===== src/rtl/lin_status_tracker.sv =====
module lin_status_tracker #(
  parameter int unsigned IDLE_CYCLES = 200_000_000,
  parameter int unsigned ADDR_W = 8,
  parameter logic [ADDR_W-1:0] STATUS_ADDR = ADDR_W'(9)
) (
  input  logic              clk,
  input  logic              rst_n,
  input  logic              slave_mode_i,
  input  logic              bus_activity_i,
  input  logic              sync_break_i,
  input  logic              id_rcvd_i,
  input  logic              tx_start_i,
  input  logic              tx_done_i,
  input  logic              error_i,
  input  logic              wake_tx_i,
  input  logic              wake_rx_i,
  input  logic              stop_i,
  input  logic              ack_int_i,
  input  logic              ack_err_i,
  input  logic [ADDR_W-1:0] rd_addr_i,
  output logic [7:0]        rd_data_o,
  output logic [7:0]        status_o,
  output logic              irq_o
);
  localparam int unsigned CNT_W = $clog2(IDLE_CYCLES + 1);

  logic busy_q, abort_q, idreq_q, pend_q, err_q, wake_q, done_q;
  logic [CNT_W-1:0] idle_cnt;

  logic bus_seen, idle_full, pend_set, abort_set, abort_clr;

  assign bus_seen  = bus_activity_i | sync_break_i | tx_start_i;
  assign idle_full = (idle_cnt == CNT_W'(IDLE_CYCLES));
  assign pend_set  = tx_done_i | error_i | wake_tx_i | wake_rx_i | (slave_mode_i & id_rcvd_i);
  assign abort_set = slave_mode_i & ((sync_break_i & busy_q) | stop_i);
  assign abort_clr = slave_mode_i & sync_break_i & ~busy_q;

  always_ff @(posedge clk) begin
    if (!rst_n) begin
      busy_q   <= 1'b0;
      abort_q  <= 1'b0;
      idreq_q  <= 1'b0;
      pend_q   <= 1'b0;
      err_q    <= 1'b0;
      wake_q   <= 1'b0;
      done_q   <= 1'b0;
      idle_cnt <= '0;
    end else begin
      if (tx_start_i | sync_break_i)          busy_q <= 1'b1;
      else if (tx_done_i | error_i | stop_i)  busy_q <= 1'b0;

      if (abort_set)      abort_q <= 1'b1;
      else if (abort_clr) abort_q <= 1'b0;

      if (slave_mode_i & id_rcvd_i) idreq_q <= 1'b1;
      else if (sync_break_i)        idreq_q <= 1'b0;

      if (pend_set)       pend_q <= 1'b1;
      else if (ack_int_i) pend_q <= 1'b0;

      if (error_i)        err_q <= 1'b1;
      else if (ack_err_i) err_q <= 1'b0;

      if (wake_tx_i | wake_rx_i) wake_q <= 1'b1;
      else if (sync_break_i)     wake_q <= 1'b0;

      if (tx_done_i)       done_q <= 1'b1;
      else if (tx_start_i) done_q <= 1'b0;

      if (bus_seen)        idle_cnt <= '0;
      else if (!idle_full) idle_cnt <= idle_cnt + 1'b1;
    end
  end

  assign status_o = {busy_q,
                     slave_mode_i & idle_full,
                     slave_mode_i & abort_q,
                     slave_mode_i & idreq_q,
                     pend_q, err_q, wake_q, done_q};
  assign irq_o     = pend_q;
  assign rd_data_o = (rd_addr_i == STATUS_ADDR) ? status_o : 8'h00;
endmodule



===== config.mk =====
export PLATFORM = sky130hd
export DESIGN_NAME = lin_status_tracker
export DESIGN_NICKNAME = d
export VERILOG_FILES = /design/src/rtl/lin_status_tracker.sv
export SDC_FILE = /design/constraint.sdc
export NUM_CORES = 1
export LEC_CHECK = 0
export BUFFER_PORTS_ARGS = -buffer_cell sky130_fd_sc_hd__buf_2
export CAP_MARGIN = 20
export CORE_ASPECT_RATIO = 0.5
export CORE_MARGIN = 10
export CORE_UTILIZATION = 35
export CTS_CLUSTER_DIAMETER = 80
export DETAILED_ROUTE_END_ITERATION = 10
export HOLD_SLACK_MARGIN = 0.1
export MAX_ROUTING_LAYER = met4
export PLACE_DENSITY = 0.66
export SLEW_MARGIN = 20
export SYNTH_ARGS = -nofsm -noshare
export SYNTH_HDL_FRONTEND = slang
export SYNTH_SLANG_ARGS = --single-unit

===== constraint.sdc =====
create_clock -name clk -period 2.4 [get_ports clk]
set_input_delay 0.24 -clock clk [delete_from_list [all_inputs] [get_ports clk]]
set_output_delay 0.24 -clock clk [all_outputs]
set_load 0.01 [all_outputs]

**Word-level counts from Yosys, hierarchy flattened**

Cells that the tools add are included.

- Word-level logic and storage cells: 53
- Output and inout bits: 17
- Bits of input ports: 22
- Bits in registers: 35

- Equal/unequal tests: 2
- Reductions and logical operators: 8
- Muxes and demuxes: 14
- Bitwise gates (word level): 20
- Add/subtract/negate cells: 1

Operators with widths:

| operator | count |
|---|---|
| $add A28 B1 Y28 const B | 1 |
| $eq A28 B28 Y1 const B | 1 |
| $reduce_bool A2 Y1 | 7 |
| $mux W1 | 13 |
| $or A1 B1 Y1 | 10 |
| $and A1 B1 Y1 | 8 |
| $eq A8 B4 Y1 const B | 1 |
| $mux W8 | 1 |
| $not A1 Y1 | 2 |
| $reduce_or A2 Y1 | 1 |

**Longest topological paths before layout**

Gate-level depths: netlist of run 1.

- Depth after elaboration: 5
- Depth in mapped cells: 6
- Mapped depth without buffers: 6

**Worst setup path after synthesis of run 1**

No wires, ideal clock.

- Path kind: reg2reg
- From: reg idle_cnt[1]
- To: reg idle_cnt[22]
- Stages on the path, launching flop included: 6
- Library setup time: 70 ps
- Data required time: 2,330 ps
- Data arrival time: 1,827 ps
- Period minus slack after synthesis: 1,897 ps
- Setup slack: 503 ps
- Path buffers: 0
- Cell sequence: dfxtp_1 -> ha_1 -> inv_1 -> or4_4 -> or4_1 -> a21oi_1

- Longest elaborated chain between the ends: 1

RTL lines:

| element | RTL line | RTL |
|---|---|---|
| from (decl) | 28 | `logic [CNT_W-1:0] idle_cnt;` |
| from (signal assigned) | 71 | `else if (!idle_full) idle_cnt <= idle_cnt + 1'b1;` |
| $add A28 B1 Y28 or $eq A28 B28 Y1 (tied branches) | 71, 33 |  |

Several ways; a longest one is shown, not always the timed one.
A chain may end at the register's enable or synchronous reset.

**Worst setup path after layout of run 1**

- From: reg idle_cnt[1]
- To: reg idle_cnt[24]

The elaborated chain is that of the path after synthesis.

==> summary.md, run 1 <==
| Metric | Value |
|---|---|
| Status | finished clean |
| Residual DRC count | 0 |
| Resized cells post-CTS | 0 |
| Core area | 4910 um^2 |
| Final Cell Area | 2070 um^2 |
| Number of flops mapped to enable cells by yosys | 0 |
| Pre-CTS setup slack | 234 ps |
| RD Place Congestion | approximately 0.78 |
| Die Ht | 70.3 um |
| Placed insts | 308 |
| Synth cell types | 38 |
| Reg clk slew, reported paths | 70 ps |
| Most frequent cell after synthesis | dfxtp_1 |
| Fin cells | 316 |
| Post-synthesis mux area share | 0.0113 |
| Area grow syn2layout | 16.6% |
| Sequential share of the synthesized area | 0.395 |
| Post-synthesis adder-cell area fraction | 0.0141 |
| H-tree depth | 2 |
| Mapped Cells | 210 |
| Most common flop cell mapped by yosys | dfxtp_1 |
| Setup-failing EPs final | 0 |
| Met1 wire length | 2040 um |
| RSZ-0062 raised after global routing | false |
| Setup crit end kind | register |
| Final hold vios | 0 |
| Post-synthesis simple-gate area fraction | 0.346 |
| CTS sink count | 35 |
| Met3 wire len | 128 um |
| WL per Instance | 13.0 um |
| DP Area | around 2000 um^2 |
| Vias | 1639 |
| Gr ovfl total | 0 |
| Asr flop ratio synth | 0 |
| Max-slew violations | 0 |
| Hold WS | 205 ps |
| Dpl hpwl | 3110 um |
| Die width | around 120 um |
| Synth warn | 0 |
| Final WS setup | 229 ps |
| DR pass1 iterations | 4 |
| Drt initial violations | 81 |
| CTS tree | done |
| HP Class | in -> reg |
| Initial antenna violation count | 0 |
| Peak supply drop | 0.352 mV |
| Avg Inst Size Synth | 8.45 um^2 |
| Main combinational cell family by area after synthesis | simple AND/OR/NAND/NOR gates |
| Routed Antenna Nets | 0 |
| Ant diodes | 0 |
| Final WL | 4100 um |
| Setup TNS | 0 ps |
| Total GRT Usage | 0.100 |
| Setup Buffers After CTS | 0 |
| First-pass GRT wire length | 7000 um |
| Hold-fix buffers at CTS | 0 |
| Post-synth top cells | dfxtp_1, nor2_1, a21oi_1, nand2_1, nand4_1 |
| Wire length on met2 | approximately 1900 um |
| Initial Util | 0.361 |
| Synth top area share | 0.395 |
| Maximum number of pins on one net before global-route repair | 27 |
| Max-Cap Viols | 0 |
| Max Fclk | 0.461 GHz |
| Crit share post-route | 0.904 |
| Worst Skew | ~7.7 ps |
| Final #Nets | 269 |
| Row count | 18 |
| CTS Root Cell | clkbuf_8 |
| Count of input and output buffers | 38 |
| Mapped Nets | 234 |
| WP data arrival | 2380 ps |
| Top cell type by total area after synthesis | dfxtp_1 |
| Setup CP Type | reg -> reg |
| CP Data Required Time | 2610 ps |
| Synth Area in Compound Gates | 0.114 |
| Number of global-route vias before repair | 1588 |
| CP Launch Type | register |
| Slew headroom | 0.528 |
| Uppermost layer routed | met4 |
| Vias per inst | 5.19 |
| Max clock buf depth | 2 |
| Synth Area in XOR/XNOR | 0.0543 |
| Final min period | around 2200 ps |
| Yosys reg bits | 35 |
| Worst-Skew Late Latency | approximately 280 ps |
| Die Area | 8490 um^2 |
| Crit Path Max Fanout | 13 |
| Post-Syn Area | 1770 um^2 |
| Share of layout cells above drive strength 1 | 0.211 |
| Slew @ Worst Pin | 701 ps |
| Leak | ~0.71 nW |
| TritonCTS Buffers | 5 |
| Ports | 39 |
| Top cells by area, synth | dfxtp_1, a21oi_1, nor2_1, or4_1, nand4_1 |
| Power density over the cells | 511 nW/um^2 |
[cells by family after synthesis]
logic type / after synthesis
buf+inv: 22
mux: 2
flops: 35
fa+ha+maj: 2
xor+xnor: 11
compound gates: 36
simple gates: 102
[critical path, stage by stage, from the launching register on]
cell and delay [ps]:
dfxtp_1 410, ha_1 230, inv_1 120, or4_4 630
or4_1 530, a21oi_1 160
[cells in the final DEF (no fill, tap or decap), types with 2 or more instances in the layout]
| master | instances |
|---|---|
| ha_1 | 2 |
| nand2_1 | 12 |
| xor2_1 | 5 |
| o31ai_1 | 7 |
| a21oi_1 | 18 |
| or3_1 | 7 |
| o21ai_0 | 8 |
| nor4_1 | 5 |
| nor3_1 | 3 |
| mux2i_1 | 2 |
| or4_4 | 2 |
| nor2_1 | 19 |
| and4_1 | 2 |
| nand2b_1 | 2 |
| nor4b_1 | 3 |
| buf_4 | 2 |
| xnor2_1 | 6 |
| and3_1 | 3 |
| nand3_1 | 8 |
| dfxtp_1 | 35 |
| buf_2 | 38 |
| nand4_1 | 10 |
| or4_1 | 9 |
| inv_1 | 9 |
| clkbuf_8 | 5 |
| clkbuf_1 | 2 |
| and2_1 | 9 |
[final timing paths]
kind | startpoint | to | slack, ps | cells after the start
worst max-delay path | idle_cnt[1] | idle_cnt[24] | 230 | 5
worst min-delay path | error_i | err_q | 210 | 3
worst max register to register | idle_cnt[1] | idle_cnt[24] | 230 | 5
worst min register to register | abort_q | abort_q | 480 | 2
[layout make-up]
| class | instances | area, um^2 |
|---|---|---|
| fill | 517 | 2840 |
| multi-input combinational | 153 | 957 |
| sequential | 35 | 701 |
| timing repair buffer | 40 | 205 |
| tap | 70 | 87.6 |
| clock buffer | 7 | 76.3 |
| inverter | 10 | 37.5 |
| clock inverter | 1 | 5.00 |
[routing by layer]
layer  vias up  GRT usage
met1       773      0.121
met5         -          -
met2        29      0.160
met4         0     0.0306
li1        835          -
met3         2     0.0265
[stage by stage]
stage / power, W / util
final: 0.00106 / 0.422
after detailed placement: 0.000666 / 0.405
after global placement: 0.000665 / 0.405
after CTS: 0.00108 / 0.422
after global routing: 0.00111 / 0.422
after floorplan: 0.000639 / -
[report_power, final]
| part | total (W) | internal (W) | switching (W) |
|---|---|---|---|
| Sequential | 0.000595 | 0.000589 | 0.00000631 |
| Clock | 0.000406 | 0.000204 | 0.000202 |
| Combinational | 0.0000571 | 0.0000280 | 0.0000291 |
| Total | 0.00106 | 0.000821 | 0.000238 |
[flip-flops by register name, summed over array words and instances (netlist names)]
name and cells:
abort_q 1, irq_o 1, idle_cnt 28, done_q 1
busy_q 1, err_q 1, wake_q 1, idreq_q 1
(Power assumes the default switching activity.)
==> inputs of run 2 (changes only) <==
- CORE_ASPECT_RATIO: 0.5 -> 1.75
==> run 2 against run 1 <==
Non-clock buffer count fell by 1. Critical endpoint is now rd_data_o[6]. Via count fell by 1.3%. Worst hold slack improved by 3.7 ps. Cell count fell by 5.4%. Combinational power barely moved. Critical path depth did not move.
==> summary.md, run 2 (synthesized netlist as in run 1, its figures left out) <==
| Metric | Value |
|---|---|
| Hold-fix buffers at CTS | 0 |
| Setup-failing EPs final | 0 |
| Slew headroom | 0.628 |
| Share of layout cells above drive strength 1 | 0.208 |
| Core area | 4930 um^2 |
| Max clock buf depth | 2 |
| Crit Path Max Fanout | 5 |
| Vias | 1618 |
| Crit path cell chain | nor4b_1, nand4_1, nor2_1, and3_1, buf_2 |
| Ant diodes | 0 |
| FF-to-FF setup slack | between 200 and 300 ps |
| Met3 usage | 0.0260 |
| FF-to-FF path depth | 5 |
| Slew @ Worst Pin | 552 ps |
| Final hold vios | 0 |
| DP Area | 1960 um^2 |
| Total GRT Usage | 0.112 |
| RD Place Congestion | between 0.8 and 0.9 |
| Final Util | 0.414 |
| Max-slew violations | 0 |
| Commonest non-fill, non-tap cells in the layout | buf_2, dfxtp_1, nor2_1, a21oi_1, nand2_1 |
| CTS sink count | 35 |
| WL per Instance | 14.3 um |
| Initial Util | 0.360 |
| Met2 usage | 0.208 |
| Final #Nets | ~270 |
| Die width | 73.8 um |
| Worst-Skew Late Latency | 280 ps |
| Number of global-route vias before repair | 1697 |
| Final Cell Area | slightly above 2000 um^2 |
| Hold WS | around 210 ps |
| CP Data Required Time | 2160 ps |
| Die Ht | 114 um |
| Top reg by flops | idle_cnt |
| Routed Antenna Nets | 0 |
| Power density over the cells | 516 nW/um^2 |
| CP Launch Type | register |
| RSZ-0062 raised after global routing | false |
| Setup Buffers After CTS | 0 |
| Setup CP Type | reg -> out |
| Max reg flops | 28 |
| Area grow syn2layout | 15.1% |
| CTS Root Cell | clkbuf_8 |
| Dpl hpwl | 3340 um |
| RR Startpoint | idle_cnt[1] |
| Gr ovfl total | 0 |
| First-pass GRT wire length | between 7000 and 8000 um |
| HP Class | in -> reg |
| Drt initial violations | 46 |
| Die Area | between 8000 and 9000 um^2 |
| Setup TNS | 0 ps |
| CP max-delay cell | nor4b_1 |
| Peak supply drop | between 0.4 and 0.5 mV |
| Total chip power | roughly 0.0011 W |
| Most used routing layer | met2 |
| Ports | 39 |
| Slowest stage delay, CP | roughly 430 ps |
| Max Fclk | 0.456 GHz |
| Worst Skew | approximately 1.8 ps |
| CTS tree | done |
| TritonCTS Buffers | 5 |
| Leak | 0.708 nW |
| Resized cells post-CTS | 0 |
| WP data arrival | 1950 ps |
| Min-delay src | error_i |
| Maximum number of pins on one net before global-route repair | 27 |
| Final WL | 4270 um |
| Reg clk slew, reported paths | 70 ps |
| Count of input and output buffers | 38 |
| Worst min-delay path endpoint | err_q |
| Most common cell after layout, fill and taps aside | buf_2 |
| Row count | 34 |
| Residual DRC count | 0 |
| Max-Cap Viols | 0 |
| Setup crit end kind | output port |
| Initial antenna violation count | 0 |
| DR pass1 iterations | 5 |
| H-tree depth | 2 |
| Final min period | 2190 ps |
| Status | finished clean |
| Grt met1 use | 0.0972 |
| Reg-to-Reg End | idle_cnt[24] |
| Vias per inst | 5.41 |
| Worst hold path depth | 3 |
| Crit share post-route | 0.914 |
run 2: cell types whose count changed in the layout (fill, tap and decap cells not counted):
cell	change
buf_4	-1
run 2: cell type report:
cell class,count,area (um^2)
clock buffer,7,76.3
clock inverter,1,5.00
fill,518,2890
inverter,10,37.5
multi-input combinational,153,957
sequential,35,701
tap,54,67.6
timing repair buffer,39,198
run 2: per-stage QoR:
step,setup slack [ps],std cells
floorplan,503,210
global placement,375,291
detailed placement,305,291
CTS,182,299
global route,85.8,299
finish,207,299
run 2: worst max-delay path by stage:
stage,from,end,slack (ps),cells past startpoint
after floorplan,idle_cnt[1],idle_cnt[22],500,5
after global routing,idle_cnt[0],rd_data_o[6],90,7
final,idle_cnt[10],rd_data_o[6],210,5
after global placement,idle_cnt[1],idle_cnt[24],380,5
after CTS,idle_cnt[10],rd_data_o[6],180,5
after detailed placement,idle_cnt[1],idle_cnt[24],310,5
run 2: worst max-delay path: cells and delay by family, from the launching register on:
family	cells	cell delay, ps
and+or+nand+nor	4	1190
DFF	1	360
buffers and inverters	1	130
run 2: report_power, final:
part | leakage (nW) | internal [W] | switching [W]
combinational | 0.382 | 0.0000278 | 0.0000289
sequential | 0.284 | 0.000589 | 0.00000604
clock | 0.0422 | 0.000203 | 0.000199
total | 0.708 | 0.000820 | 0.000234
run 2: per-layer routing:
metal	share of wire	routed length [um]	vias to the layer above
li1	-	-	827
met1	0.37	1590	756
met4	0.026	109	0
met5	0	0	-
met2	0.57	2460	27
met3	0.026	112	8
